### config.mk
export PLATFORM = sky130hd
export DESIGN_NAME = seg_page_mapper
export DESIGN_NICKNAME = d
export VERILOG_FILES = /design/src/rtl/smap_pkg.sv /design/src/rtl/smap_plane_decode.sv /design/src/rtl/smap_addr_calc.sv /design/src/rtl/smap_out_stage.sv /design/src/rtl/seg_page_mapper.sv
export SDC_FILE = /design/constraint.sdc
export NUM_CORES = 1
export LEC_CHECK = 0
export ABC_AREA = 1
export BUFFER_PORTS_ARGS = -buffer_cell sky130_fd_sc_hd__clkbuf_2
export CAP_MARGIN = 20
export CORE_MARGIN = 4
export CORE_UTILIZATION = 40
export CTS_CLUSTER_DIAMETER = 100
export DETAILED_ROUTE_END_ITERATION = 6
export SLEW_MARGIN = 30
export SYNTH_ARGS = -nofsm -noshare
export SYNTH_HDL_FRONTEND = slang
export SYNTH_SLANG_ARGS = --single-unit
export TNS_END_PERCENT = 30
### constraint.sdc
create_clock -name clk -period 6.9 [get_ports clk]
set_input_delay 0.345 -clock clk [delete_from_list [all_inputs] [get_ports clk]]
set_output_delay 0.345 -clock clk [all_outputs]
set_load 0.02 [all_outputs]
### src/rtl/smap_pkg.sv
package smap_pkg;
  typedef enum logic [1:0] {
    PM_ONE  = 2'd0,
    PM_TWO  = 2'd1,
    PM_FOUR = 2'd2,
    PM_BAD  = 2'd3
  } plane_mode_e;
endpackage

### src/rtl/smap_plane_decode.sv
module smap_plane_decode
  import smap_pkg::*;
(
  input  logic [2:0]  planes,
  output plane_mode_e mode
);
  always_comb begin
    case (planes)
      3'd1:    mode = PM_ONE;
      3'd2:    mode = PM_TWO;
      3'd4:    mode = PM_FOUR;
      default: mode = PM_BAD;
    endcase
  end
endmodule

### src/rtl/smap_addr_calc.sv
module smap_addr_calc
  import smap_pkg::*;
#(
  parameter int SEG_W  = 12,
  parameter int PIDX_W = 9,
  parameter int PPB_W  = 9,
  parameter int BPB_W  = 14,
  parameter int ROW_W  = 24
) (
  input  logic [SEG_W-1:0]  seg,
  input  logic [PIDX_W-1:0] pidx,
  input  logic [PPB_W-1:0]  ppb,
  input  logic [BPB_W-1:0]  bpb,
  input  plane_mode_e       mode,
  output logic [ROW_W-1:0]  row,
  output logic              err
);
  logic [ROW_W-1:0] seg_x, ppb_x, half_x, unit;
  logic [ROW_W-1:0] base, blk_off, half_off, intra;

  assign seg_x  = ROW_W'(seg);
  assign ppb_x  = ROW_W'(ppb);
  assign half_x = ROW_W'(bpb >> 1);
  assign unit   = seg_x * ppb_x;

  always_comb begin
    base     = '0;
    blk_off  = '0;
    half_off = '0;
    intra    = '0;
    err      = 1'b0;
    case (mode)
      PM_ONE: begin
        base  = unit;
        intra = ROW_W'(pidx);
      end
      PM_TWO: begin
        base    = unit << 1;
        blk_off = pidx[0] ? ppb_x : '0;
        intra   = ROW_W'(pidx >> 1);
      end
      PM_FOUR: begin
        base     = unit << 1;
        blk_off  = pidx[0] ? ppb_x : '0;
        half_off = pidx[1] ? half_x * ppb_x : '0;
        intra    = ROW_W'(pidx >> 2);
      end
      default: err = 1'b1;
    endcase
  end

  assign row = err ? '0 : base + blk_off + half_off + intra;

  always_comb begin
    if (mode != PM_FOUR)
      AST_NO_HALF_OFFSET: assert (half_off == '0);
  end
endmodule

### src/rtl/smap_out_stage.sv
module smap_out_stage #(
  parameter int ROW_W = 24
) (
  input  logic             clk,
  input  logic             rst_n,
  input  logic             load,
  input  logic [ROW_W-1:0] d_row,
  input  logic             d_err,
  input  logic             rsp_ready,
  output logic             rsp_valid,
  output logic [ROW_W-1:0] rsp_row,
  output logic             rsp_err,
  output logic             take_ok
);
  assign take_ok = !rsp_valid || rsp_ready;

  always_ff @(posedge clk) begin
    if (!rst_n) begin
      rsp_valid <= 1'b0;
      rsp_row   <= '0;
      rsp_err   <= 1'b0;
    end else if (load) begin
      rsp_valid <= 1'b1;
      rsp_row   <= d_row;
      rsp_err   <= d_err;
    end else if (rsp_ready) begin
      rsp_valid <= 1'b0;
    end
  end

  AST_STALL_HOLDS: assert property (@(posedge clk) disable iff (!rst_n)
    rsp_valid && !rsp_ready |=> rsp_valid && $stable(rsp_row) && $stable(rsp_err));
  AST_ERR_ZERO_ROW: assert property (@(posedge clk) disable iff (!rst_n)
    rsp_valid && rsp_err |-> rsp_row == '0);
  AST_ACCEPT_LATENCY: assert property (@(posedge clk) disable iff (!rst_n)
    load |=> rsp_valid);
  AST_DRAIN_EMPTIES: assert property (@(posedge clk) disable iff (!rst_n)
    rsp_valid && rsp_ready && !load |=> !rsp_valid);
  AST_NO_LOAD_STALLED: assert property (@(posedge clk) disable iff (!rst_n)
    rsp_valid && !rsp_ready |-> !load);
endmodule

### src/rtl/seg_page_mapper.sv
module seg_page_mapper
  import smap_pkg::*;
#(
  parameter int SEG_W  = 12,
  parameter int PIDX_W = 9,
  parameter int PPB_W  = 9,
  parameter int BPB_W  = 14,
  parameter int ROW_W  = 24
) (
  input  logic              clk,
  input  logic              rst_n,
  input  logic              req_valid,
  output logic              req_ready,
  input  logic [SEG_W-1:0]  req_seg,
  input  logic [PIDX_W-1:0] req_pidx,
  input  logic [2:0]        cfg_planes,
  input  logic [PPB_W-1:0]  cfg_ppb,
  input  logic [BPB_W-1:0]  cfg_bpb,
  output logic              rsp_valid,
  input  logic              rsp_ready,
  output logic [ROW_W-1:0]  rsp_row,
  output logic              rsp_err
);
  plane_mode_e      mode;
  logic [ROW_W-1:0] calc_row;
  logic             calc_err;
  logic             load;

  smap_plane_decode u_dec (
    .planes (cfg_planes),
    .mode   (mode)
  );

  smap_addr_calc #(
    .SEG_W (SEG_W), .PIDX_W (PIDX_W), .PPB_W (PPB_W),
    .BPB_W (BPB_W), .ROW_W (ROW_W)
  ) u_calc (
    .seg  (req_seg),
    .pidx (req_pidx),
    .ppb  (cfg_ppb),
    .bpb  (cfg_bpb),
    .mode (mode),
    .row  (calc_row),
    .err  (calc_err)
  );

  assign load = req_valid && req_ready;

  smap_out_stage #(.ROW_W (ROW_W)) u_out (
    .clk       (clk),
    .rst_n     (rst_n),
    .load      (load),
    .d_row     (calc_row),
    .d_err     (calc_err),
    .rsp_ready (rsp_ready),
    .rsp_valid (rsp_valid),
    .rsp_row   (rsp_row),
    .rsp_err   (rsp_err),
    .take_ok   (req_ready)
  );
endmodule

==> run metrics <==
Routed WL per cell 13.1 um; DRC Markers 0; total track usage approximately 18%; total clock buffers created by CTS 3; vias in the first global route around 10000; layout-stage area growth over the synthesis result 6.82%; Antenna Cells 0; startpoint of the tightest hold check path rst_n; Pwr Density ~250 nW/um^2; number of nets produced by synthesis 2028; I/O pin count between 70 and 80; mean cell area of the mapped netlist between 6 and 7 um^2; normalized max-slew margin between 40% and 50%; required time of the critical path roughly 7 ns; antenna violations before repair 0; post-synthesis sequential area ratio 4.60%; max-slew violations 0; die outline height ~180 um; setup skew after layout between 0.002 and 0.003 ns; share of layout cells above drive strength 1 ~7.7%; clock tree sinks 26; Post-Layout Cell Count roughly 2100; synthesized netlist cell count around 1700; wire length of the first global-routing pass 47500 um; number of gates given a new drive strength after cts 0; minimum clock period roughly 6.4 ns; CTS tree yes; # hold bufs at CTS 0; remaining antenna violation count after routing 0; cell area after layout ~12000 um^2; routed via count between 9000 and 10000; Syn Std Cell Area ~11000 um^2; peak ir drop on the vdd network ~0.12 mV; register bit total from synthesis 26; number of placed instances, taps included a little over 2000; initial drt markers roughly 470; layer carrying the most global-route usage met2; Setup TNS 0 ns; number of cell rows ~60; number of warning messages in the yosys log 0; internal cell power ~1.3 mW; total net switching power roughly 1.8 mW; Total Die Area between 30000 and 40000 um^2; standard cell with the maximum stage delay on the critical path sky130_fd_sc_hd__fa_1; share of flip-flops with an asynchronous set or reset after synthesis 0%; static leakage power between 7 and 8 nW; startpoint type of the worst setup path input pin; final-layout fill cell count roughly 3000; number of synthesized flops with an enable pin 0; Worst-Margin Slew 0.843 ns; crit-path max FO 18; part of the power in combinational logic 89.0%; routed vias/inst about 4.8; total power about 3 mW; global routing usage on met3 under 10%; most frequent cell on the critical path sky130_fd_sc_hd__nand2_1; nature of the critical path endpoint flip-flop; CP Class in2reg; starting utilization of the core area 40.7%; count of distinct cell types in the synthesized netlist 45; result of the run complete, no violations; floorplan core area roughly 28000 um^2; nets slightly above 2000; Switching Fraction about three fifths; sequential group share of total power 5.5%; placed instance area 12000 um^2; Final HPWL DP between 20000 and 25000 um; Critical Path Max Stage Delay between 0.5 and 0.6 ns; Max-Cap Viols 0; most frequent cells in the layout 486 x sky130_fd_sc_hd__nand2_1, 451 x sky130_fd_sc_hd__inv_1, 168 x sky130_fd_sc_hd__fa_1; leading cell type in the layout, fill and taps excluded sky130_fd_sc_hd__nand2_1; min-delay worst type in2reg; TritonRoute pass-1 iters 5; number of buffers added on ports 76; Most used DFF post-synth sky130_fd_sc_hd__dfxtp_1; Longest Clk Path Bufs 2; final-layout worst hold slack between 0.3 and 0.4 ns; depth of the CTS H-tree 1; final setup fails 0; pin count of the biggest net entering global routing 27; highest clock frequency the design can meet 0.157 GHz; Hold Violations, Final 0; Post-CTS Setup Repair Bufs 0; worst flop-to-flop path startpoint u_out.rsp_valid; post-route clock period utilization slightly above 90%; Routed WL ~27000 um; clock transition at the registers of the reported paths ~0.070 ns; unrepaired setup endpoints after global routing no; met1 Resource Use GR between 20% and 30%; source-to-sink clock delay at the later pin of the worst-skew pair around 0.26 ns; Data arrival, critical path 6.54 ns; die width 176 um; overall overflow remaining after global route 0; worst setup path startpoint cfg_ppb[0]; clock group share of total power under 10%; clock root cell sky130_fd_sc_hd__clkbuf_16; GR Layer Usage met2 ~34%; routability congestion estimate from global placement approximately 0.95
==> final timing paths <==
path              cells after the start                end  slack (ns)
hold / removal                        3      u_out.rsp_err        0.33
hold reg to reg                       2   u_out.rsp_row[0]        0.47
setup / recovery                     31  u_out.rsp_row[23]        0.53
setup reg to reg                      8   u_out.rsp_row[9]        4.95
==> power by group through the flow <==
stage	combinational [mW]	clock (mW)	sequential (mW)
4_1_cts	2.75	0.168	0.168
5_1_grt	3.16	0.176	0.169
3_3_place_gp	2.70	0	0.171
6_report	2.72	0.168	0.168
3_5_place_dp	2.72	0	0.172
2_1_floorplan	2.09	0	0.185
==> layer usage <==
metal  up-vias  part of all wire, %  wire (um)
met5         -                    0          0
met4         0                  1.4        384
met3        30                  3.8       1020
met2       200                   51      13800
met1      4741                   44      11900
li1       5014                    -          -
==> worst max-delay path, delay by kind of cell <==
family	cells	cell delay (ns)
AOI/OAI and AO/OA	1	0.11
adders and majority gates	8	3.37
buffers and inverters	5	0.65
and+or+nand+nor	17	2.05
==> registers in the layout (all words and copies together) (netlist names) <==
name,count
u_out.rsp_row,24
u_out.rsp_err,1
u_out.rsp_valid,1
==> through the flow <==
| stage | setup slack (ns) | util, % |
|---|---|---|
| final | 0.534 | 43.4 |
| after detailed placement | 0.305 | 43.0 |
| after floorplan | 0.769 | - |
| after CTS | 0.526 | 43.4 |
| after global placement | 0.328 | 43.0 |
| after global routing | 0.0129 | 43.4 |
==> logic make-up after synthesis <==
family	share of synthesized area [%]
compound gates	7.16
simple gates	25.3
buf+inv	17.6
xor+xnor	1.01
fa+ha+maj	44.3
flops	4.60
==> Yosys cell counts, types with 2 or more instances <==
cell type / instances / area [um^2]
sky130_fd_sc_hd__nand2_1: 486 / 1820
sky130_fd_sc_hd__inv_1: 452 / 1700
sky130_fd_sc_hd__fa_1: 168 / 3360
sky130_fd_sc_hd__ha_1: 132 / 1650
sky130_fd_sc_hd__nand3_1: 76 / 380
sky130_fd_sc_hd__nor2_1: 66 / 248
sky130_fd_sc_hd__a21oi_1: 65 / 325
sky130_fd_sc_hd__clkbuf_1: 56 / 210
sky130_fd_sc_hd__dfxtp_1: 26 / 521
sky130_fd_sc_hd__a21oi_2: 13 / 114
sky130_fd_sc_hd__nand3_2: 13 / 130
sky130_fd_sc_hd__nand3b_1: 13 / 97.6
sky130_fd_sc_hd__o21ai_0: 13 / 65.1
sky130_fd_sc_hd__o22ai_1: 12 / 75.1
sky130_fd_sc_hd__nor3_1: 9 / 45.0
sky130_fd_sc_hd__a21o_1: 7 / 52.6
sky130_fd_sc_hd__nand4_1: 7 / 43.8
sky130_fd_sc_hd__o21bai_1: 7 / 52.6
sky130_fd_sc_hd__xnor2_1: 7 / 61.3
sky130_fd_sc_hd__o21ai_1: 6 / 30.0
sky130_fd_sc_hd__xor2_1: 6 / 52.6
sky130_fd_sc_hd__a221oi_1: 4 / 35.0
sky130_fd_sc_hd__buf_2: 4 / 20.0
sky130_fd_sc_hd__inv_2: 3 / 11.3
sky130_fd_sc_hd__or2_2: 3 / 18.8
sky130_fd_sc_hd__buf_1: 2 / 7.51
sky130_fd_sc_hd__nor3_4: 2 / 32.5
sky130_fd_sc_hd__o21a_1: 2 / 15.0
==> final cells by class <==
| type | count | area [um^2] | area share, % |
|---|---|---|---|
| multi-input combinational | 1129 | 8810 | 72.8 |
| inverter | 457 | 1720 | 14.2 |
| sequential | 26 | 520 | 4.30 |
| tap | 378 | 473 | 3.91 |
| timing repair buffer | 88 | 470 | 3.89 |
| clock buffer | 3 | 75.1 | 0.621 |
| clock inverter | 1 | 30.0 | 0.248 |
(Power assumes the default switching activity.)
